--- config.mk ---
export PLATFORM = sky130hd
export DESIGN_NAME = load_align_unit
export DESIGN_NICKNAME = d
export VERILOG_FILES = /design/src/rtl/ldu_pkg.sv /design/src/rtl/ldu_addr_gen.sv /design/src/rtl/ldu_lane_extract.sv /design/src/rtl/ldu_partial_merge.sv /design/src/rtl/load_align_unit.sv
export SDC_FILE = /design/constraint.sdc
export NUM_CORES = 1
export LEC_CHECK = 0
export ABC_AREA = 0
export CORE_MARGIN = 1
export CORE_UTILIZATION = 59
export DETAILED_ROUTE_END_ITERATION = 8
export DONT_BUFFER_PORTS = 1
export PLACE_DENSITY = 0.76
export SLEW_MARGIN = 25
export SYNTH_ARGS = -nofsm -noshare
export SYNTH_HDL_FRONTEND = slang
export SYNTH_SLANG_ARGS = --single-unit
--- constraint.sdc ---
create_clock -name clk -period 2.6 [get_ports clk]
set_input_delay 0.13 -clock clk [delete_from_list [all_inputs] [get_ports clk]]
set_output_delay 0.13 -clock clk [all_outputs]
set_load 0.02 [all_outputs]
--- src/rtl/ldu_pkg.sv ---
// Package: shared opcode encodings and decode helpers for the load unit.
// Assumes a 6-bit primary opcode field supplied by the instruction decoder.
package ldu_pkg;

    typedef enum logic [5:0] {
        LD_BYTE_S = 6'd32,
        LD_HALF_S = 6'd33,
        LD_LEFT   = 6'd34,
        LD_WORD   = 6'd35,
        LD_BYTE_U = 6'd36,
        LD_HALF_U = 6'd37,
        LD_RIGHT  = 6'd38,
        LD_LINKED = 6'd48
    } ld_op_e;

    // True for every opcode this unit services.
    function automatic logic op_known(input logic [5:0] op);
        case (op)
            LD_BYTE_S, LD_HALF_S, LD_LEFT, LD_WORD,
            LD_BYTE_U, LD_HALF_U, LD_RIGHT, LD_LINKED: op_known = 1'b1;
            default:                                   op_known = 1'b0;
        endcase
    endfunction

    // True for the two partial-word merge loads.
    function automatic logic op_partial(input logic [5:0] op);
        op_partial = (op == LD_LEFT) || (op == LD_RIGHT);
    endfunction

endpackage

--- src/rtl/ldu_addr_gen.sv ---
// Effective-address generator: base plus sign-extended displacement,
// split into a word-aligned read address and a byte-lane index.
// Assumes no fault checking; any lane offset is accepted.
module ldu_addr_gen #(
    parameter int ADDR_W    = 32,
    parameter int OFFS_W    = 16,
    parameter int LANE_BITS = 2
) (
    input  logic [ADDR_W-1:0]    base,
    input  logic [OFFS_W-1:0]    offset,
    output logic [ADDR_W-1:0]    word_addr,
    output logic [LANE_BITS-1:0] lane
);

    logic [ADDR_W-1:0] off_ext;
    logic [ADDR_W-1:0] eff_addr;

    // Sign-extend the displacement and add it to the base.
    always_comb begin
        off_ext   = {{(ADDR_W-OFFS_W){offset[OFFS_W-1]}}, offset};
        eff_addr  = base + off_ext;
        word_addr = {eff_addr[ADDR_W-1:LANE_BITS], {LANE_BITS{1'b0}}};
        lane      = eff_addr[LANE_BITS-1:0];
    end

endmodule

--- src/rtl/ldu_lane_extract.sv ---
// Lane extractor: picks a byte, halfword or whole word out of the fetched
// word (big-endian lane numbering) and sign- or zero-extends it.
// Assumes the halfword choice ignores the lowest lane bit.
module ldu_lane_extract
    import ldu_pkg::*;
#(
    parameter int DATA_W = 32
) (
    input  logic [DATA_W-1:0]               word,
    input  logic [$clog2(DATA_W/8)-1:0]     lane,
    input  logic [5:0]                      op,
    output logic [DATA_W-1:0]               result
);

    localparam int LANES     = DATA_W / 8;
    localparam int LANE_BITS = $clog2(LANES);
    localparam int HALF_W    = DATA_W / 2;

    logic [7:0]        byte_at [LANES];
    logic [7:0]        byte_sel;
    logic [HALF_W-1:0] half_sel;

    // Lane g holds the g-th most significant byte of the word.
    for (genvar g = 0; g < LANES; g++) begin : g_lane
        assign byte_at[g] = word[DATA_W-1-8*g -: 8];
    end

    // Select the addressed byte and halfword.
    always_comb begin
        byte_sel = byte_at[lane];
        half_sel = lane[LANE_BITS-1] ? word[HALF_W-1:0] : word[DATA_W-1 -: HALF_W];
    end

    // Extend according to the load kind.
    always_comb begin
        case (op)
            LD_BYTE_S: result = {{(DATA_W-8){byte_sel[7]}}, byte_sel};
            LD_BYTE_U: result = {{(DATA_W-8){1'b0}}, byte_sel};
            LD_HALF_S: result = {{(DATA_W-HALF_W){half_sel[HALF_W-1]}}, half_sel};
            LD_HALF_U: result = {{(DATA_W-HALF_W){1'b0}}, half_sel};
            default:   result = word;
        endcase
    end

endmodule

--- src/rtl/ldu_partial_merge.sv ---
// Partial-word merger: shifts the fetched word by the lane offset and keeps
// the complementary bits of the old destination value.
// Assumes DATA_W is a power-of-two multiple of 8.
module ldu_partial_merge #(
    parameter int DATA_W = 32
) (
    input  logic [DATA_W-1:0]           word,
    input  logic [DATA_W-1:0]           old,
    input  logic [$clog2(DATA_W/8)-1:0] lane,
    input  logic                        left,
    output logic [DATA_W-1:0]           result
);

    localparam int SH_W = $clog2(DATA_W) + 1;

    logic [SH_W-1:0]   sh_lane;
    logic [SH_W-1:0]   sh_rest;
    logic [DATA_W-1:0] ones;
    logic [DATA_W-1:0] left_val;
    logic [DATA_W-1:0] right_val;

    // Shift amounts: 8 bits per lane, and the remainder of the word.
    always_comb begin
        sh_lane = SH_W'(lane) << 3;
        sh_rest = SH_W'(DATA_W) - sh_lane;
        ones    = '1;
    end

    // Left form: word moves up, old value fills the vacated low bits.
    always_comb begin
        left_val = (word << sh_lane) | (old & ~(ones << sh_lane));
    end

    // Right form: word moves down, old value keeps the upper bits.
    always_comb begin
        if (lane == '0) right_val = old;
        else            right_val = (word >> sh_rest) | (old & (ones << sh_lane));
    end

    // Choose the merge direction.
    always_comb begin
        result = left ? left_val : right_val;
    end

endmodule

--- src/rtl/load_align_unit.sv ---
// Load alignment unit: issues a word read for a load request and, one cycle
// later, forms the write-back value from the returned word.
// Assumes a synchronous memory that returns data the cycle after the read.
module load_align_unit
    import ldu_pkg::*;
#(
    parameter int DATA_W = 32,
    parameter int OFFS_W = 16,
    parameter int OP_W   = 6
) (
    input  logic              clk,
    input  logic              rst_n,
    input  logic              req_valid,
    input  logic [OP_W-1:0]   req_op,
    input  logic [DATA_W-1:0] req_base,
    input  logic [OFFS_W-1:0] req_offset,
    input  logic [DATA_W-1:0] req_old,
    output logic              mem_rd_en,
    output logic [DATA_W-1:0] mem_addr,
    input  logic [DATA_W-1:0] mem_rdata,
    output logic              wb_valid,
    output logic [DATA_W-1:0] wb_data
);

    localparam int LANES     = DATA_W / 8;
    localparam int LANE_BITS = $clog2(LANES);

    logic [LANE_BITS-1:0] req_lane;
    logic                 q_valid;
    logic [OP_W-1:0]      q_op;
    logic [LANE_BITS-1:0] q_lane;
    logic [DATA_W-1:0]    q_old;
    logic [DATA_W-1:0]    ext_data;
    logic [DATA_W-1:0]    mrg_data;

    ldu_addr_gen #(
        .ADDR_W    (DATA_W),
        .OFFS_W    (OFFS_W),
        .LANE_BITS (LANE_BITS)
    ) u_addr (
        .base      (req_base),
        .offset    (req_offset),
        .word_addr (mem_addr),
        .lane      (req_lane)
    );

    // Read only for opcodes the unit services.
    always_comb begin
        mem_rd_en = req_valid && op_known(req_op);
    end

    // Capture the request context for the data-return cycle.
    always_ff @(posedge clk) begin
        if (!rst_n) begin
            q_valid <= 1'b0;
            q_op    <= '0;
            q_lane  <= '0;
            q_old   <= '0;
        end else begin
            q_valid <= mem_rd_en;
            if (mem_rd_en) begin
                q_op   <= req_op;
                q_lane <= req_lane;
                q_old  <= req_old;
            end
        end
    end

    ldu_lane_extract #(
        .DATA_W (DATA_W)
    ) u_extract (
        .word   (mem_rdata),
        .lane   (q_lane),
        .op     (q_op),
        .result (ext_data)
    );

    ldu_partial_merge #(
        .DATA_W (DATA_W)
    ) u_merge (
        .word   (mem_rdata),
        .old    (q_old),
        .lane   (q_lane),
        .left   (q_op == LD_LEFT),
        .result (mrg_data)
    );

    // Pick the write-back path by load kind.
    always_comb begin
        wb_valid = q_valid;
        wb_data  = op_partial(q_op) ? mrg_data : ext_data;
    end

    // a read is always followed by a write-back.
    p_read_then_wb_r2: assert property (@(posedge clk) disable iff (!rst_n)
        mem_rd_en |=> wb_valid);

    // no write-back without a read the cycle before.
    p_wb_needs_read_r2: assert property (@(posedge clk) disable iff (!rst_n)
        wb_valid |-> $past(mem_rd_en));

    // unserviced opcodes never reach memory.
    p_unknown_no_read_r9: assert property (@(posedge clk) disable iff (!rst_n)
        (req_valid && !op_known(req_op)) |-> !mem_rd_en);

    // word and linked loads pass memory data through.
    p_word_pass_r6: assert property (@(posedge clk) disable iff (!rst_n)
        (wb_valid && (q_op == LD_WORD || q_op == LD_LINKED)) |-> wb_data == mem_rdata);

    // unsigned byte leaves upper bits clear.
    p_ubyte_upper_r4: assert property (@(posedge clk) disable iff (!rst_n)
        (wb_valid && q_op == LD_BYTE_U) |-> wb_data[DATA_W-1:8] == '0);

    // right partial at lane 0 keeps the old value.
    p_right_lane0_keep_r8: assert property (@(posedge clk) disable iff (!rst_n)
        (wb_valid && q_op == LD_RIGHT && q_lane == '0) |-> wb_data == q_old);

    // left partial at lane 0 returns the whole word.
    p_left_lane0_word_r7: assert property (@(posedge clk) disable iff (!rst_n)
        (wb_valid && q_op == LD_LEFT && q_lane == '0) |-> wb_data == mem_rdata);

endmodule

# Word level (Yosys, flattened, before mapping)
# Index checks and enable logic that the tools add are counted.
# Widths: inputs -> output; s select.
[word_totals]
reg_bits = 41
word_cells = 43
in_bits = 121
out_inout_bits = 66
[op_classes]
n_shift = 3
mux = 9
reduce_logical = 4
eq_ne = 14
bitwise = 6
order_cmp = 1
addsub = 2
[op_table]
columns = ["operator", "n"]
rows = [
  ["$pmux 32 s4", 1],
  ["$mux 32", 3],
  ["$eq 6x6->1 const B", 14],
  ["$and 32x32->32", 2],
  ["$or 32x32->32", 2],
  ["$add 32x32->32", 1],
  ["$not 32->32", 1],
  ["$shl 32x5->32", 1],
  ["$shl 32x5->32 const A", 1],
  ["$shr 32x6->32", 1],
  ["$bmux 8 s2", 1],
  ["$mux 16", 1],
  ["$mux 8", 2],
  ["$reduce_or 8->1", 1],
  ["$sub 6x5->6 const A", 1],
  ["$ge 3x3->1 const B", 1],
  ["$not 2->3", 1],
  ["$logic_not 2->1", 1],
  ["$logic_and 1x1->1", 1],
  ["$logic_or 1x1->1", 1],
  ["$mux 1", 1],
]

# Depth between registers and ports, before layout
[depth]
word_depth = 6
mapped_depth = 14
ltp_nobuf = 8

# Cells and area by module
# From an unflattened synthesis, not the netlist that was laid out.
[unflattened]
hier_cells = 777
hier_area_um2 = 6252.2
[modules_own_cells]
columns = ["module", "area_per_inst_um2", "seq_area_each_um2", "instances", "cells_each"]
rows = [
  ["load_align_unit", 2030.7, 820.8, 1, 215],
  ["ldu_addr_gen", 1762.9, 0.0, 1, 244],
  ["ldu_partial_merge", 1677.9, 0.0, 1, 213],
  ["ldu_lane_extract", 780.7, 0.0, 1, 105],
]

# Worst setup path before layout
# No wires, ideal clock.
[synth_path]
kind = "register to output"
from = "register q_lane[1]"
to = "output wb_data[24]"
arrival_time_ps = 2570
required_ps = 2470
path_stages_with_launch = 13
setup_slack_ps = -100
path_cell_list = "dfxtp_1 > buf_2 > inv_1 > buf_1 > ha_1 > buf_2 > or2_2 > clkbuf_1 > nor2_1 > a21oi_1 > nor2_1 > a21oi_1 > a21oi_1"
[synth_between]
elab_chain_cells = 6
[synth_lines]
columns = ["element", "line_no", "rtl"]
rows = [
  ["from (decl)", "load_align_unit.sv:31", "logic [LANE_BITS-1:0] q_lane;"],
  ["from (signal assigned)", "load_align_unit.sv:63", "q_lane <= req_lane;"],
  ["$sub 6x5->6 (tied with other cells)", "ldu_partial_merge.sv:25", "sh_rest = SH_W'(DATA_W) - sh_lane;"],
  ["$shr 32x6->32 (tied with other cells)", "ldu_partial_merge.sv:37", "else right_val = (word >> sh_rest) | (old & (ones << sh_lane));"],
  ["$or 32x32->32 (tied with other cells)", "ldu_partial_merge.sv:37", ""],
  ["$mux 32 (tied with other cells)", "ldu_partial_merge.sv:36", "if (lane == '0) right_val = old;"],
  ["$mux 32 or $pmux 32 s4 (tied branches)", "ldu_partial_merge.sv:42, ldu_lane_extract.sv:36", ""],
  ["$mux 32 *", "load_align_unit.sv:91", "wb_data = op_partial(q_op) ? mrg_data : ext_data;"],
  ["to (decl)", "load_align_unit.sv:22", "output logic [DATA_W-1:0] wb_data"],
]
# Every way passes the cells marked *; elsewhere a longest branch is shown, timed or not. The select of a mux whose other input is x is not followed.

# Worst setup path after layout
[layout_path]
from = "register q_lane[0]"
to = "output wb_data[14]"
# The elaborated chain is that of the path after synthesis.

==> results.ini <==
[placed_design]
place_congestion=0.976
portBuffers=0
hpwl_um=15400

[sta]
period_minus_slack_ns=2.47
fmax_ghz=0.405
slew_viol_final=0
rsz0062_at_grt=no
setup_tns_ns=0
setup_violations=0
slew_headroom_pct=53.6
hold_violations=0
skew_ns=0
tightest_slew_ns=0.696
period_share_pct=95.0

[finish]
antenna_cells=0
area_delta_synth_final_pct=14.8
finalNetCount=1033
drive_gt1_share_pct=14.8

[power_and_ir_drop]
finalPower_mw=2.44
leakage_nw=2.39
ir_drop_v=0.000248
power.density_nw_per_um2=357

[setup_path]
cp_max_fo=11
r2r_cells=3
critPathLaunchType=register
worstSetupPathType=reg2out
path_cells=inv_1 > ha_1 > buf_6 > and3_2 > a221oi_1 > a21oi_1 > nor2_1 > a21oi_1 > buf_4
crit_slowest_cell=dfxtp_2
required_ns=2.47
cp_common_cell=a21oi_1
crit_path_max_incr_delay_ns=0.38
cp-end-kind=primary output
arrival_ns=2.34

[clock_network]
clock_path_buffers=2
root_buffer=clkbuf_8
clock-sinks=41
clk_pin_slew_ns=0.08
cts_tree=built
worstSkewPairLatency_ns=0.30
numCtsBuffers=5
htreeDepth=2

[synth]
syn_avg_cell_area_um2=7.08
ys_seq_area_share_pct=13.8
synth_cells=841
yosysTopAreaCellShare_pct=13.8
yosys.cell_count.top_type=nand2_1
syn_area_um2=5950
synth_ff_type=dfxtp_1
yosys.area.top_type=dfxtp_1
ys_ff_latch=41
synthArstFlopShare_pct=0
synth_warnings=0
synth_common_cells=157 x nand2_1, 81 x a21oi_1, 57 x o21ai_0
synth_edf_count=0
synth_cell_types=73
yosys-top-cells-area=dfxtp_1 14%, nand2_1 9.9%, ha_1 6.9%, a21oi_1 6.8%, mux2i_1 5.7%

[die]
pin_count=187
coreArea_um2=9770
die_h_um=102
fp-row-count=36
die_w_um=102
die_area_um2=10500
initial_utilization_pct=60.9

[drt]
drt_iter0_markers=646
drc=0
ant_nets=0
post_drt_wl_per_cell_um=20.5
num_vias=7048
vias_per_cell=6.96
drt-total-wl_um=20700
dr.pass1.iters=5

[status]
outcome=completed

[hold_path]
hold_path_class=in2reg
min_path_cells=2

[grt]
overflow=0
grt_max_degree=53
grt_pass1_vias=6580
grt_pass1_wl_um=31700
antenna_found_initial=0
grt_util_all_layers_pct=38.4

[flow_run]
cap_violations=0

-- placed cells by master, fill, tap and decap left out, drive strengths merged, types with 4 or more instances in the layout --
| cell | count |
|---|---|
| a2111o | 4 |
| a2111oi | 4 |
| a211oi | 27 |
| a21boi | 42 |
| a21o | 8 |
| a21oi | 82 |
| a221oi | 26 |
| a22oi | 8 |
| a311o | 8 |
| a311oi | 4 |
| a31oi | 8 |
| and2 | 7 |
| and3 | 17 |
| buf | 65 |
| clkbuf | 7 |
| dfxtp | 41 |
| dlygate4sd3 | 34 |
| ha | 33 |
| inv | 13 |
| mux2i | 34 |
| mux4 | 7 |
| nand2 | 157 |
| nand3 | 21 |
| nand4 | 6 |
| nor2 | 42 |
| nor3 | 12 |
| o211ai | 12 |
| o21a | 5 |
| o21ai | 57 |
| o221ai | 8 |
| o22ai | 8 |
| xnor2 | 15 |
| xor2 | 10 |
-- sequential cells by signal, summed over array words and instances (netlist names) --
name / count
q_old: 32
q_op: 6
q_lane: 2
wb_valid: 1
-- worst paths after layout --
| check | from | slack, ns | to |
|---|---|---|---|
| setup / recovery | q_lane[0]$_SDFFE_PN0P_ | 0.13 | wb_data[14] |
| hold / removal | req_old[2] | 0.003 | q_old[2]$_SDFFE_PN0P_ |
| setup reg to reg | q_lane[0]$_SDFFE_PN0P_ | 1.51 | q_lane[0]$_SDFFE_PN0P_ |
| hold reg to reg | q_old[25]$_SDFFE_PN0P_ | 0.48 | q_old[25]$_SDFFE_PN0P_ |
-- critical path: cells and delay by family (launching register included) --
family / cells / cell delay (ns)
AO/OA/AOI/OAI: 3 / 0.51
adder cells (fa/ha/maj): 1 / 0.32
flip-flops: 1 / 0.38
AND/OR/NAND/NOR: 2 / 0.37
buffers and inverters: 3 / 0.45
-- final cells by class --
class	instances	area, um2
clock buffer	7	96.3
tap	133	166
fill	820	2940
timing repair buffer	99	842
multi-input combinational	717	4840
clock inverter	1	5.00
sequential	41	826
inverter	14	52.6
-- routing by layer --
metal | part of all wire (%) | vias to the layer above | track usage [%]
li1 | - | 3241 | -
met1 | 37 | 3264 | 43.1
met2 | 49 | 444 | 67.4
met3 | 8.7 | 99 | 5.88
met4 | 5.3 | 0 | 24.9
met5 | 0 | - | 0
-- metrics by stage --
step                hold slack [ns]  instance area (um2)  util [%]  cells  setup WS (ns)
floorplan                     0.269                 6010         -    842        0.00909
global placement              0.256                 6320      64.6    968          0.172
detailed placement            0.260                 6320      64.6    968          0.141
CTS                       0.0000512                 6770      69.3   1010        0.00619
global route                 0.0205                 6830      69.9   1012         0.0149
finish                      0.00309                 6830      69.9   1012          0.130
-- power breakdown --
part,switching [mW],internal (mW)
logic,0.801,0.509
registers,0.0182,0.644
clock network,0.227,0.240
total,1.05,1.39
-- cells by family after synthesis --
group / synth area share (%)
AO/OA/AOI/OAI: 37.9
XOR/XNOR: 3.68
adder cells (fa/ha/maj): 7.28
buffers and inverters: 6.69
flip-flops: 13.8
multiplexers: 8.75
other: 0.0630
AND/OR/NAND/NOR: 21.8
-- repair_timing --
action	in CTS	in global routing
setup buffers	0	1
endpoints found under the setup margin	23	11
hold buffers	34	1
hold endpoints to repair	41	1
pin swaps	0	1
gates resized for setup	4	11
No activity file was read; power rests on OpenSTA's default activity.
